===== config.mk =====
export PLATFORM = sky130hd
export DESIGN_NAME = smbus_txn_seq
export DESIGN_NICKNAME = d
export VERILOG_FILES = /design/src/rtl/smbus_seq_pkg.sv /design/src/rtl/seq_ctrl.sv /design/src/rtl/seq_wrbuf.sv /design/src/rtl/seq_rdpath.sv /design/src/rtl/smbus_txn_seq.sv
export SDC_FILE = /design/constraint.sdc
export NUM_CORES = 1
export LEC_CHECK = 0
export BUFFER_PORTS_ARGS = -buffer_cell sky130_fd_sc_hd__clkbuf_2
export CELL_PAD_IN_SITES_DETAIL_PLACEMENT = 1
export CELL_PAD_IN_SITES_GLOBAL_PLACEMENT = 1
export CORE_ASPECT_RATIO = 0.5
export CORE_UTILIZATION = 43
export CTS_CLUSTER_DIAMETER = 80
export CTS_CLUSTER_SIZE = 8
export DETAILED_ROUTE_END_ITERATION = 10
export PLACE_DENSITY_LB_ADDON = 0.05
export SYNTH_ARGS = -nofsm -noshare
export SYNTH_HDL_FRONTEND = slang
export SYNTH_SLANG_ARGS = --single-unit

===== constraint.sdc =====
create_clock -name clk -period 3.48 [get_ports clk]
set_clock_uncertainty 0.2 [all_clocks]
set_input_delay 0 -clock clk [delete_from_list [all_inputs] [get_ports clk]]
set_output_delay 0 -clock clk [all_outputs]
set_load 0.1 [all_outputs]

===== src/rtl/smbus_seq_pkg.sv =====
`timescale 1ns/1ps
package smbus_seq_pkg;
  localparam int BYTE_W = 8;

  typedef enum logic [2:0] {
    ST_IDLE  = 3'd0,
    ST_WRITE = 3'd1,
    ST_READ  = 3'd2,
    ST_DONE  = 3'd3,
    ST_ERR   = 3'd4
  } seq_state_e;
endpackage


===== src/rtl/seq_ctrl.sv =====
`timescale 1ns/1ps
module seq_ctrl
  import smbus_seq_pkg::*;
(
  input  logic       clk,
  input  logic       rst,
  input  logic       ev_start_wr,
  input  logic       ev_start_rd,
  input  logic       ev_stop,
  input  logic       ev_nack,
  input  logic       rx_valid,
  input  logic       rd_req,
  input  logic       cnt_zero,
  output seq_state_e state_q,
  output logic       flush_now,
  output logic       append_now,
  output logic       clear_cnt,
  output logic       quick_stb_q,
  output logic       quick_dir_q,
  output logic       stop_rd_err_q,
  output logic       stray_q
);
  seq_state_e nxt;
  logic quick_req, quick_dir, stop_rd_err, stray;

  always_comb begin
    nxt         = state_q;
    flush_now   = 1'b0;
    append_now  = 1'b0;
    clear_cnt   = 1'b0;
    quick_req   = 1'b0;
    quick_dir   = 1'b0;
    stop_rd_err = 1'b0;
    stray       = 1'b0;
    if (ev_stop) begin
      nxt       = ST_IDLE;
      clear_cnt = 1'b1;
      if (cnt_zero) begin
        if (state_q == ST_WRITE || state_q == ST_READ) begin
          quick_req = 1'b1;
          quick_dir = (state_q == ST_READ);
        end
      end else if (state_q == ST_WRITE) begin
        flush_now = 1'b1;
      end else if (state_q == ST_READ) begin
        stop_rd_err = 1'b1;
      end
    end else if (ev_start_wr) begin
      nxt = (state_q == ST_IDLE) ? ST_WRITE : ST_ERR;
    end else if (ev_start_rd) begin
      case (state_q)
        ST_IDLE:  nxt = ST_READ;
        ST_WRITE: begin
          if (cnt_zero) nxt = ST_ERR;
          else begin
            flush_now = 1'b1;
            nxt       = ST_READ;
          end
        end
        default:  nxt = ST_ERR;
      endcase
    end else if (ev_nack) begin
      case (state_q)
        ST_READ: nxt = ST_DONE;
        ST_DONE: nxt = ST_DONE;
        default: nxt = ST_ERR;
      endcase
    end else if (rd_req) begin
      if (state_q != ST_READ) nxt = ST_ERR;
    end else if (rx_valid) begin
      if (state_q == ST_WRITE) append_now = 1'b1;
      else stray = 1'b1;
    end
  end

  always_ff @(posedge clk) begin
    if (rst) begin
      state_q       <= ST_IDLE;
      quick_stb_q   <= 1'b0;
      quick_dir_q   <= 1'b0;
      stop_rd_err_q <= 1'b0;
      stray_q       <= 1'b0;
    end else begin
      state_q       <= nxt;
      quick_stb_q   <= quick_req;
      stop_rd_err_q <= stop_rd_err;
      stray_q       <= stray;
      if (quick_req) quick_dir_q <= quick_dir;
    end
  end

  // stop always lands in idle
  assert_stop_idle_R10: assert property (@(posedge clk) disable iff (rst)
    ev_stop |=> state_q == ST_IDLE);
  // error is sticky until a stop
  assert_err_sticky_R10: assert property (@(posedge clk) disable iff (rst)
    (state_q == ST_ERR && !ev_stop) |=> state_q == ST_ERR);
  // NACK while reading goes to done
  assert_nack_done_R9: assert property (@(posedge clk) disable iff (rst)
    (state_q == ST_READ && ev_nack && !ev_stop && !ev_start_wr && !ev_start_rd)
      |=> state_q == ST_DONE);
  // empty write closed by stop is a quick write
  assert_quick_write_R7: assert property (@(posedge clk) disable iff (rst)
    (ev_stop && cnt_zero && state_q == ST_WRITE) |=> (quick_stb_q && !quick_dir_q));
  // write start from idle never errors
  assert_start_wr_R2: assert property (@(posedge clk) disable iff (rst)
    (state_q == ST_IDLE && ev_start_wr && !ev_stop) |=> state_q == ST_WRITE);
endmodule


===== src/rtl/seq_wrbuf.sv =====
`timescale 1ns/1ps
module seq_wrbuf #(
  parameter int DEPTH = 34,
  localparam int CW   = $clog2(DEPTH + 1)
) (
  input  logic                 clk,
  input  logic                 rst,
  input  logic                 append_now,
  input  logic                 flush_now,
  input  logic                 clear_cnt,
  input  logic [7:0]           rx_byte,
  output logic                 cnt_zero,
  output logic                 pkt_strobe,
  output logic [CW-1:0]        pkt_len,
  output logic [8*DEPTH-1:0]   pkt_bytes,
  output logic                 ovf_q
);
  logic [CW-1:0] cnt_q;
  logic          full;
  logic          take;

  assign full     = (cnt_q == CW'(DEPTH));
  assign cnt_zero = (cnt_q == '0);
  assign take     = append_now && !full;

  for (genvar gi = 0; gi < DEPTH; gi++) begin : g_slot
    always_ff @(posedge clk) begin
      if (rst) pkt_bytes[8*gi +: 8] <= 8'h00;
      else if (take && cnt_q == CW'(gi)) pkt_bytes[8*gi +: 8] <= rx_byte;
    end
  end

  always_ff @(posedge clk) begin
    if (rst) begin
      cnt_q      <= '0;
      pkt_strobe <= 1'b0;
      pkt_len    <= '0;
      ovf_q      <= 1'b0;
    end else begin
      pkt_strobe <= flush_now;
      ovf_q      <= append_now && full;
      if (flush_now) pkt_len <= cnt_q;
      if (clear_cnt) cnt_q <= '0;
      else if (take) cnt_q <= cnt_q + 1'b1;
    end
  end

  assert_no_overflow_R4: assert property (@(posedge clk) disable iff (rst)
    cnt_q <= CW'(DEPTH));
  assert_pkt_single_R5: assert property (@(posedge clk) disable iff (rst)
    pkt_strobe |=> !pkt_strobe);
  assert_pkt_len_R6: assert property (@(posedge clk) disable iff (rst)
    pkt_strobe |-> pkt_len != '0);
  assert_full_hold_R4: assert property (@(posedge clk) disable iff (rst)
    (full && !clear_cnt) |=> full);
endmodule


===== src/rtl/seq_rdpath.sv =====
`timescale 1ns/1ps
module seq_rdpath (
  input  logic       clk,
  input  logic       rst,
  input  logic       rd_req,
  input  logic       in_read,
  input  logic       be_attached,
  input  logic [7:0] be_rd_byte,
  output logic       be_rd_req,
  output logic       rd_byte_valid,
  output logic [7:0] rd_byte
);
  assign be_rd_req = rd_req && in_read;

  always_ff @(posedge clk) begin
    if (rst) begin
      rd_byte_valid <= 1'b0;
      rd_byte       <= 8'hFF;
    end else begin
      rd_byte_valid <= rd_req;
      if (rd_req) rd_byte <= (be_rd_req && be_attached) ? be_rd_byte : 8'hFF;
    end
  end

  assert_rd_ff_R8: assert property (@(posedge clk) disable iff (rst)
    (rd_req && !in_read) |=> (rd_byte_valid && rd_byte == 8'hFF));
  assert_rd_valid_R8: assert property (@(posedge clk) disable iff (rst)
    rd_byte_valid |-> $past(rd_req));
endmodule


===== src/rtl/smbus_txn_seq.sv =====
`timescale 1ns/1ps
module smbus_txn_seq
  import smbus_seq_pkg::*;
#(
  parameter int DEPTH = 34,
  localparam int CW   = $clog2(DEPTH + 1)
) (
  input  logic                 clk,
  input  logic                 rst,
  input  logic                 ev_start_wr,
  input  logic                 ev_start_rd,
  input  logic                 ev_stop,
  input  logic                 ev_nack,
  input  logic                 rx_valid,
  input  logic [7:0]           rx_byte,
  input  logic                 rd_req,
  output logic                 rd_byte_valid,
  output logic [7:0]           rd_byte,
  input  logic                 be_attached,
  output logic                 be_rd_req,
  input  logic [7:0]           be_rd_byte,
  output logic                 pkt_strobe,
  output logic [CW-1:0]        pkt_len,
  output logic [7:0]           pkt_cmd,
  output logic [8*DEPTH-1:0]   pkt_bytes,
  output logic                 quick_strobe,
  output logic                 quick_read,
  output logic                 in_error,
  output logic                 err_overflow,
  output logic                 err_stray_rx,
  output logic                 err_stop_in_read
);
  seq_state_e state;
  logic flush_now, append_now, clear_cnt, cnt_zero;

  seq_ctrl u_ctrl (
    .clk(clk), .rst(rst),
    .ev_start_wr(ev_start_wr), .ev_start_rd(ev_start_rd),
    .ev_stop(ev_stop), .ev_nack(ev_nack),
    .rx_valid(rx_valid), .rd_req(rd_req), .cnt_zero(cnt_zero),
    .state_q(state), .flush_now(flush_now), .append_now(append_now),
    .clear_cnt(clear_cnt), .quick_stb_q(quick_strobe), .quick_dir_q(quick_read),
    .stop_rd_err_q(err_stop_in_read), .stray_q(err_stray_rx)
  );

  seq_wrbuf #(.DEPTH(DEPTH)) u_wrbuf (
    .clk(clk), .rst(rst),
    .append_now(append_now), .flush_now(flush_now), .clear_cnt(clear_cnt),
    .rx_byte(rx_byte), .cnt_zero(cnt_zero), .pkt_strobe(pkt_strobe),
    .pkt_len(pkt_len), .pkt_bytes(pkt_bytes), .ovf_q(err_overflow)
  );

  seq_rdpath u_rdpath (
    .clk(clk), .rst(rst), .rd_req(rd_req), .in_read(state == ST_READ),
    .be_attached(be_attached), .be_rd_byte(be_rd_byte), .be_rd_req(be_rd_req),
    .rd_byte_valid(rd_byte_valid), .rd_byte(rd_byte)
  );

  assign pkt_cmd  = pkt_bytes[7:0];
  assign in_error = (state == ST_ERR);

  // quick command and packet never fire together
  assert_quick_excl_R7: assert property (@(posedge clk) disable iff (rst)
    !(quick_strobe && pkt_strobe));
endmodule


==> impl_metrics.json, run 1 <==
{
  "syn_area_per_cell_um2": 10.9,
  "synth_async_sr_flop_share_pct": 0,
  "tightestPinTransition_ns": 1.10,
  "die_w_um": 238,
  "setup_tns_ns": 0,
  "max_stage_delay_ns": 0.69,
  "nets": 1455,
  "synth_top_family_by_area": "multiplexers",
  "dieArea_mm2": 0.0287,
  "fin_crit_sh_pct": 82.4,
  "synth_compound_area_share_pct": 1.43,
  "syn_nets": 1131,
  "path_cells": "or4b_4 -> a2111oi_2 -> dlygate4sd3_1 -> xnor2_1 -> nor2_1",
  "place_ws_ns": 0.722,
  "cellPowerDensity_mw_per_mm2": 487,
  "final_common_cell": "clkbuf_2",
  "fmax_ghz": 0.349,
  "status": "finished, final reports clean",
  "period_minus_slack_ns": 2.87,
  "grt_overflow": 0,
  "muxShareOfSynthArea_pct": 23.2,
  "setup_slack_ns": 0.613,
  "path_buf_inv": 1,
  "tritoncts": "built",
  "max-cap-violations": 0,
  "synth_cell_type_count": 43,
  "ys_ff_latch": 302,
  "cp_max_fo": 12,
  "synth-xor-area-share_pct": 0.365,
  "hold_viol_final": 0,
  "via_per_inst": 5.04,
  "ant_nets": 0,
  "setup_viol": 0,
  "synth_ff_type": "dfxtp_1",
  "antenna_found_initial": 0,
  "grt_max_degree": 115,
  "peakVddDrop_mv": 0.332,
  "path_delay_family": "simple AND/OR/NAND/NOR gates",
  "first_global_vias": 9643,
  "rows": 42,
  "synth-simple-area-share_pct": 20.9,
  "core_mm2": 0.0270,
  "cts.repair.resized": 0,
  "grt_use_total_pct": 25.8,
  "drc": 0,
  "p_leak_uw": 0.00816,
  "clock_path_buffers": 3,
  "rsz0062_at_grt": "false",
  "max-slew-margin-rel_pct": 26.7,
  "drt_first_pass_iters": 4,
  "ys.warnings.count": 0,
  "gp_congestion": 0.791,
  "cts_sinks": 302,
  "port_buffers": 327,
  "num_vias": 9085,
  "hp-class": "in -> reg",
  "crit_slowest_cell": "dlygate4sd3_1",
  "start_kind": "register",
  "crit_arrival_ns": 3.08,
  "drive_above_1_share_pct": 30.1,
  "synth-seq-area-share_pct": 50.3,
  "die_y_um": 120,
  "clock_tree.root_cell": "clkbuf_16",
  "final_cell_mix": "clkbuf_2, dfxtp_1, nand2b_1",
  "area_growth_pct": 27.2,
  "synth-edff-count": 0,
  "initial_core_util_pct": 44.6,
  "yosys.area_share.adder_pct": 0.417,
  "drt_iter0_drc": 465,
  "routed_wl_mm": 37.4,
  "antennaDiodeCount": 0,
  "slew_viol_final": 0,
  "syn_area_mm2": 0.0120,
  "clkTransAtPathRegs_ns": 0.05,
  "clock_latency_ns": 0.53,
  "hpwl_mm": 24.2,
  "critPathKind": "reg -> reg",
  "numCtsBuffers": 43,
  "cts_max_level": 2,
  "endpoint_kind": "register",
  "ios": 328,
  "grt_pass1_wl_mm": 56.6,
  "wl_per_cell_um": 20.8,
  "cp.required_ns": 3.69,
  "syn_inst": 1102
}
## sequential cells by signal, indices dropped and copies added (netlist names)
register,flops
u_wrbuf.ovf_q,1
u_ctrl.state_q,3
u_ctrl.quick_dir_q,1
u_ctrl.stray_q,1
u_ctrl.quick_stb_q,1
u_wrbuf.cnt_q,6
u_ctrl.stop_rd_err_q,1
u_wrbuf.pkt_strobe,1
u_rdpath.rd_byte,8
u_wrbuf.pkt_len,6
u_wrbuf.pkt_bytes,272
u_rdpath.rd_byte_valid,1
## layer usage
metal	vias up	wire length (µm)	global-route usage, %
li1	4283	-	-
met3	62	2080	6.48
met2	192	18800	45.7
met1	4548	15800	31.1
met4	0	784	7.05
met5	-	0	0
## stage by stage
| stage | cells | total power, µW | hold slack [ns] | instance area [µm²] | util [%] |
|---|---|---|---|---|---|
| final | 1801 | 7450 | 0.0463 | 15300 | 56.7 |
| after floorplan | 1102 | 3710 | -0.0569 | 12000 | - |
| after global routing | 1801 | 7690 | 0.0656 | 15300 | 56.7 |
| after detailed placement | 1727 | 3800 | 0.0359 | 13900 | 51.4 |
| after global placement | 1727 | 3790 | 0.0271 | 13900 | 51.4 |
| after CTS | 1801 | 7540 | 0.0370 | 15300 | 56.7 |
## Yosys cell counts (2+ instances only)
cell	instances	share of area, %
or2_2	2	0.10
nand2_1	14	0.44
nand2_4	12	1.1
nand4b_1	2	0.15
a21oi_1	6	0.25
nor2_1	20	0.62
buf_4	9	0.56
nor4_1	5	0.26
and2_1	3	0.16
buf_1	6	0.19
nor2b_1	5	0.26
inv_1	5	0.16
and3_1	5	0.26
nand2b_1	293	15
nor3_1	2	0.083
nand2_2	8	0.42
o22ai_1	8	0.42
clkbuf_1	70	2.2
nor3_2	3	0.25
dfxtp_1	302	50
mux2i_1	279	23
o21ai_0	2	0.083
nor4_4	3	0.53
nand4_1	3	0.16
xnor2_1	5	0.36
nand3_1	6	0.25
ha_1	4	0.42
or3b_2	2	0.15
buf_2	4	0.17
## layout make-up
class | instances | area [µm²]
clock buffers | 46 | 1140
fillers | 3010 | 11700
inverters | 5 | 18.8
multi-input cells | 705 | 5590
flip-flops and latches | 302 | 6050
well taps | 374 | 468
repair buffers | 369 | 2030
## worst min-delay path: stages
cell      delay, ns
clkbuf_2       0.09
nand2b_2       0.48
mux2i_1        0.14
## logic make-up (layout without fill, tap and decap cells)
logic type                 Yosys count  count (layout)
buffers and inverters               95             420
AOI/OAI and AO/OA                   24              24
xor gates and xnor gates             5               5
DFF                                302             302
and+or+nand+nor                    393             393
adders and majority gates            4               4
muxes                              279             279
## power by group
group          switching, µW  total [µW]  internal, µW
Sequential              4.48        3470          3470
Clock                   1430        3700          2270
Combinational            174         273          99.3
Total                   1610        7450          5840
## worst paths after layout
kind                          startpoint                     end  slack [ns]  depth (start not counted)
setup / recovery       u_ctrl.state_q[0]        u_wrbuf.cnt_q[0]        0.61                          5
hold / removal                rx_byte[5]  u_wrbuf.pkt_bytes[269]        0.05                          3
setup reg to reg       u_ctrl.state_q[0]        u_wrbuf.cnt_q[0]        0.61                          5
hold reg to reg   u_wrbuf.pkt_bytes[216]  u_wrbuf.pkt_bytes[216]        0.28                          2
## timing repair
item                       4_1_cts  5_1_grt
setup endpoints to repair        0        0
hold buffers                    28        0
buffers inserted                 0        0
hold endpoints to repair       127        0
Note: power is estimated with default switching activity, not from simulation.
==> inputs of run 2 (changes only) <==
--- a/config.mk
+++ b/config.mk
@@ -9,7 +9,7 @@
 export CELL_PAD_IN_SITES_DETAIL_PLACEMENT = 1
 export CELL_PAD_IN_SITES_GLOBAL_PLACEMENT = 1
 export CORE_ASPECT_RATIO = 0.5
-export CORE_UTILIZATION = 43
+export CORE_UTILIZATION = 36
 export CTS_CLUSTER_DIAMETER = 80
 export CTS_CLUSTER_SIZE = 8
 export DETAILED_ROUTE_END_ITERATION = 10
==> constraint.sdc (replaced) <==
create_clock -name clk -period 2.3 [get_ports clk]
set_clock_uncertainty 0.2 [all_clocks]
set_input_delay 0 -clock clk [delete_from_list [all_inputs] [get_ports clk]]
set_output_delay 0 -clock clk [all_outputs]
set_load 0.1 [all_outputs]
==> run 2 against run 1 <==
Sequential share of layout area fell by 1.6 points. Die area rose by 19%. Register-to-register slack got worse by 0.55 ns. Design area rose by 4.2%. Final cell count rose by 5.6%. Largest cell class unchanged.
==> impl_metrics.json, run 2 (synthesized netlist as in run 1, its figures left out) <==
{
  "clkPwrFrac_pct": 49.6,
  "path_buf_inv": 4,
  "top_usage_layer": "met2",
  "crit_arrival_ns": 2.55,
  "numCtsBuffers": 43,
  "min_path_cells": 4,
  "grt_max_degree": 89,
  "first_global_vias": 9798,
  "nets": 1496,
  "ios": 328,
  "place_ws_ns": 0.00557,
  "die_w_um": 260,
  "antenna_found_initial": 0,
  "finalNonFillerCells": 1901,
  "status": "finished, final reports clean",
  "grt_use_total_pct": 22.4,
  "max-cap-violations": 0,
  "clock_path_buffers": 3,
  "hp-class": "in -> reg",
  "drt_iter0_drc": 312,
  "max-slew-margin-rel_pct": 44.7,
  "seqPwrFrac_pct": 46.3,
  "largestRegisters": "u_wrbuf.pkt_bytes: 272 flops, u_rdpath.rd_byte: 8 flops",
  "top_register": "u_wrbuf.pkt_bytes",
  "nFillCells": 3581,
  "num_vias": 9165,
  "setup_tns_ns": 0,
  "swShare_pct": 22.2,
  "fmax_ghz": 0.439,
  "grtUsageMet2_pct": 39.5,
  "path_delay_family": "buffers and inverters",
  "clock_tree.root_cell": "clkbuf_16",
  "dieArea_mm2": 0.0342,
  "internal-power_uw": 8820,
  "drt_first_pass_iters": 4,
  "largest_reg_flops": 272,
  "cp_max_fo": 5,
  "wl_per_cell_um": 20.3,
  "via_per_inst": 4.82,
  "crit_slowest_cell": "dlygate4sd3_1",
  "p_comb_share_pct": 4.1,
  "peakVddDrop_mv": 0.412,
  "hold_viol_final": 0,
  "final_cell_mix": "clkbuf_2, dfxtp_1, nand2b_1",
  "cpMostUsedCell": "dlygate4sd3_1",
  "power.total_uw": 11300,
  "cts_sinks": 302,
  "start_kind": "input port",
  "grt_pass1_wl_mm": 59.4,
  "ant_nets": 0,
  "fin_crit_sh_pct": 99.1,
  "dpl.cell_count": 1824,
  "period_minus_slack_ns": 2.28,
  "cp.required_ns": 2.57,
  "initial_core_util_pct": 37.3,
  "drive_above_1_share_pct": 32.5,
  "setup_slack_ns": 0.0199,
  "routed_wl_mm": 38.5,
  "antennaDiodeCount": 0,
  "die_y_um": 131,
  "grt_overflow": 0,
  "gp_congestion": 0.780,
  "rsz0062_at_grt": "true",
  "ff2ff_path_depth": 6,
  "hpwl_mm": 25.7,
  "core_mm2": 0.0322,
  "critPathKind": "in -> reg",
  "setup_viol": 0,
  "tritoncts": "built",
  "clkTransAtPathRegs_ns": 0.05,
  "cellPowerDensity_mw_per_mm2": 712,
  "cp.depth": 8,
  "cts_max_level": 2,
  "grt_use_met3_pct": 4.78,
  "port_buffers": 327,
  "final_util_pct": 49.4,
  "area_growth_pct": 32.6,
  "clock_latency_ns": 0.52,
  "max_stage_delay_ns": 0.63,
  "path_cells": "dlygate4sd3_1 -> clkbuf_2 -> nand2b_1 -> dlygate4sd3_1 -> a311oi_2 -> a21oi_1 -> a21oi_1 -> dlygate4sd3_1",
  "drc": 0,
  "endpoint_kind": "register",
  "tightestPinTransition_ns": 0.830,
  "slew_viol_final": 0,
  "switchingPower_uw": 2520,
  "p_leak_uw": 0.00845,
  "met1_usage_pct": 27.6,
  "rows": 46,
  "final_common_cell": "clkbuf_2"
}
## run 2: timing repair
action	4_1_cts	5_1_grt
hold endpoints to repair	246	0
gates cloned	0	0
setup buffers	0	1
pin swaps	0	2
endpoints found under the setup margin	2	67
resized for setup	2	8
hold buffers	29	0
## run 2: layout make-up
type	count	area, µm²	share of cell area [%]
Sequential cell	302	6050	38.0
Multi-Input combinational cell	705	5630	35.3
Timing Repair Buffer	410	2550	16.0
Clock buffer	45	1110	7.00
Tap cell	432	541	3.39
Clock inverter	2	25.0	0.157
Inverter	5	18.8	0.118
## run 2: power groups by stage
stage,clock (µW),sequential (µW),combinational [µW]
floorplan,0,5370,246
global placement,0,5350,427
detailed placement,0,5350,433
CTS,5790,5250,468
global route,6040,5240,496
finish,5620,5250,467
## run 2: stage by stage
stage | area, µm² | hold WS [ns]
finish | 15900 | 0.0490
global placement | 14400 | 0.0265
CTS | 15900 | 0.0258
global route | 15900 | 0.0478
floorplan | 12000 | -0.0569
detailed placement | 14400 | 0.0373
## run 2: worst reg2reg max path, stage by stage (launching register included)
cell     delay (ns)
dfxtp_1        0.31
or4b_4         0.68
nor4_4         0.26
buf_4          0.20
nand2_1        0.12
buf_12         0.22
mux2i_1        0.12
## run 2: worst paths after layout
kind | end | startpoint | slack [ns]
setup / recovery | u_ctrl.state_q[1] | ev_start_wr | 0.02
hold / removal | u_rdpath.rd_byte[5] | be_rd_byte[5] | 0.05
setup reg to reg | u_wrbuf.pkt_bytes[135] | u_ctrl.state_q[1] | 0.06
hold reg to reg | u_wrbuf.pkt_bytes[44] | u_wrbuf.pkt_bytes[44] | 0.27
## run 2: metal layers
layer | wire length (µm) | share of wire [%]
met1 | 16800 | 44
met2 | 19400 | 50
met3 | 1490 | 3.9
met4 | 809 | 2.1
met5 | 0 | 0
==> inputs of run 3 (changes only) <==
--- a/config.mk
+++ b/config.mk
@@ -9,11 +9,12 @@
 export CELL_PAD_IN_SITES_DETAIL_PLACEMENT = 1
 export CELL_PAD_IN_SITES_GLOBAL_PLACEMENT = 1
 export CORE_ASPECT_RATIO = 0.5
+export CORE_MARGIN = 8
 export CORE_UTILIZATION = 36
 export CTS_CLUSTER_DIAMETER = 80
 export CTS_CLUSTER_SIZE = 8
 export DETAILED_ROUTE_END_ITERATION = 10
-export PLACE_DENSITY_LB_ADDON = 0.05
+export PLACE_DENSITY_LB_ADDON = 0.12
 export SYNTH_ARGS = -nofsm -noshare
 export SYNTH_HDL_FRONTEND = slang
 export SYNTH_SLANG_ARGS = --single-unit
==> run 3 against run 2 <==
Sequential power is essentially flat. Critical path type is now reg -> reg. Register-to-register slack better by 0.02 ns. Highest routed layer unchanged. Combinational power is essentially flat. Critical endpoint is now u_wrbuf.pkt_bytes[270]. Largest power group unchanged.
==> impl_metrics.json, run 3 (synthesized netlist as in run 1, its figures left out) <==
{
  "rows": 47,
  "final_common_cell": "clkbuf_2",
  "drt_iter0_drc": 340,
  "hold_viol_final": 0,
  "antenna_found_initial": 0,
  "post_dp_cell_area_mm2": 0.0145,
  "grt_pass1_wl_mm": 62.1,
  "core_mm2": 0.0330,
  "antennaDiodeCount": 0,
  "crit_arrival_ns": 2.43,
  "critPathKind": "reg -> reg",
  "status": "finished, final reports clean",
  "port_buffers": 327,
  "max-cap-violations": 0,
  "fin_crit_sh_pct": 96.7,
  "final_cell_mix": "clkbuf_2, dfxtp_1, nand2b_1",
  "setup_slack_ns": 0.0754,
  "final_util_pct": 48.3,
  "drt_first_pass_iters": 4,
  "peakVddDrop_mv": 0.444,
  "hp-class": "in -> reg",
  "cp.required_ns": 2.50,
  "hp-start": "be_rd_byte[1]",
  "r2r-start": "u_wrbuf.cnt_q[2]",
  "setup_viol": 0,
  "die_y_um": 145,
  "holdWs_ns": 0.0551,
  "die_w_um": 274,
  "grt_max_degree": 93,
  "reg2reg_slack_ns": 0.08,
  "rsz0062_at_grt": "false",
  "routed_wl_mm": 40.7,
  "cts_setup_buffers": 0,
  "ant_nets": 0,
  "p_leak_uw": 0.00844,
  "initial_core_util_pct": 36.4,
  "ios": 328,
  "largestRegisters": "u_wrbuf.pkt_bytes: 272 flops, u_rdpath.rd_byte: 8 flops",
  "multi_input_area_mm2": 0.00562,
  "place_ws_ns": 0.0117,
  "regArea_mm2": 0.00605,
  "clock_tree.root_cell": "clkbuf_16",
  "area_growth_pct": 32.6,
  "num_vias": 9263,
  "cts_sinks": 302,
  "wl_per_cell_um": 21.4,
  "tritoncts": "built",
  "largest_reg_flops": 272,
  "slew_viol_final": 0,
  "dieArea_mm2": 0.0398,
  "finalInstanceArea_mm2": 0.0159,
  "numCtsBuffers": 43,
  "max-slew-margin-rel_pct": 44.2,
  "cellPowerDensity_mw_per_mm2": 715,
  "ff2ff_path_depth": 4,
  "setup_tns_ns": 0,
  "drc": 0,
  "clkTransAtPathRegs_ns": 0.05,
  "nFillCells": 3604,
  "via_per_inst": 4.86,
  "worstReg2RegEnd": "u_wrbuf.pkt_bytes[270]",
  "period_minus_slack_ns": 2.22,
  "clock_path_buffers": 3,
  "cp_max_fo": 8,
  "cts_max_level": 2,
  "endpoint_kind": "register",
  "grt_use_total_pct": 19.9,
  "tightestPinTransition_ns": 0.825,
  "first_global_vias": 10200,
  "gp_congestion": 0.791,
  "clock_latency_ns": 0.53,
  "min_to": "u_rdpath.rd_byte[1]",
  "drive_above_1_share_pct": 32.6,
  "fmax_ghz": 0.450,
  "grt_overflow": 0,
  "hpwl_mm": 28.4,
  "top_register": "u_wrbuf.pkt_bytes",
  "nets": 1493,
  "min_path_cells": 4,
  "start_kind": "register"
}
==> run 3: changes by cell type in the layout (fill, tap and decap cells not counted), sizes merged <==
cell	before	now
dlygate4sd3	29	27
clkinv	1	0
buf	55	54
clkbuf	371	372
==> run 3: cell type report <==
cell class              count  share of cell area (%)
flip-flops and latches    302                    38.0
multi-input cells         705                    35.2
repair buffers            407                    15.9
clock buffers              46                    7.16
well taps                 441                    3.46
clock inverters             1                   0.126
inverters                   5                   0.118
==> run 3: metrics by stage <==
stage / std cells / total power, µW
finish: 1907 / 11400
global placement: 1833 / 5780
CTS: 1907 / 11600
global route: 1907 / 11800
detailed placement: 1833 / 5790
floorplan: 1102 / 5620
==> run 3: worst max path at each step <==
| stage | from | end | slack, ns | depth (start not counted) |
|---|---|---|---|---|
| 3_5_place_dp | u_wrbuf.cnt_q[1] | u_wrbuf.pkt_bytes[10] | 0.01 | 6 |
| 5_1_grt | u_ctrl.state_q[2] | u_wrbuf.pkt_bytes[142] | 0.005 | 6 |
| 4_1_cts | u_wrbuf.cnt_q[1] | u_wrbuf.pkt_bytes[10] | 0.003 | 6 |
| 3_3_place_gp | u_wrbuf.cnt_q[1] | u_wrbuf.pkt_bytes[10] | 0.06 | 6 |
| 2_1_floorplan | u_ctrl.state_q[2] | u_wrbuf.pkt_bytes[119] | 0.003 | 6 |
| 6_report | u_wrbuf.cnt_q[2] | u_wrbuf.pkt_bytes[270] | 0.08 | 4 |
==> run 3: power by group <==
group | switching (µW) | internal (µW) | total (µW)
Sequential | 2.59 | 5250 | 5250
Combinational | 283 | 186 | 469
Clock | 2210 | 3450 | 5670
==> run 3: routing by layer <==
metal  GRT usage [%]  vias to the layer above  wire, µm
li1                -                     4373         -
met5               0                        -         0
met4            6.28                        0      1120
met2            37.5                      160     21600
met3            3.71                       67      1410
met1            22.3                     4663     16600
==> run 3: worst max-delay path: stages (launching register included) <==
cell and delay (ns):
dfxtp_1 0.40, nor4b_1 0.77, nand4_1 0.31, buf_4 0.28, mux2i_1 0.13
==> run 3: timing repair <==
| action | in CTS | in global routing |
|---|---|---|
| endpoints found under the setup margin | 1 | 41 |
| pin swaps | 0 | 1 |
| hold endpoints to repair | 252 | 0 |
| hold buffers | 27 | 0 |
| gates resized for setup | 1 | 9 |
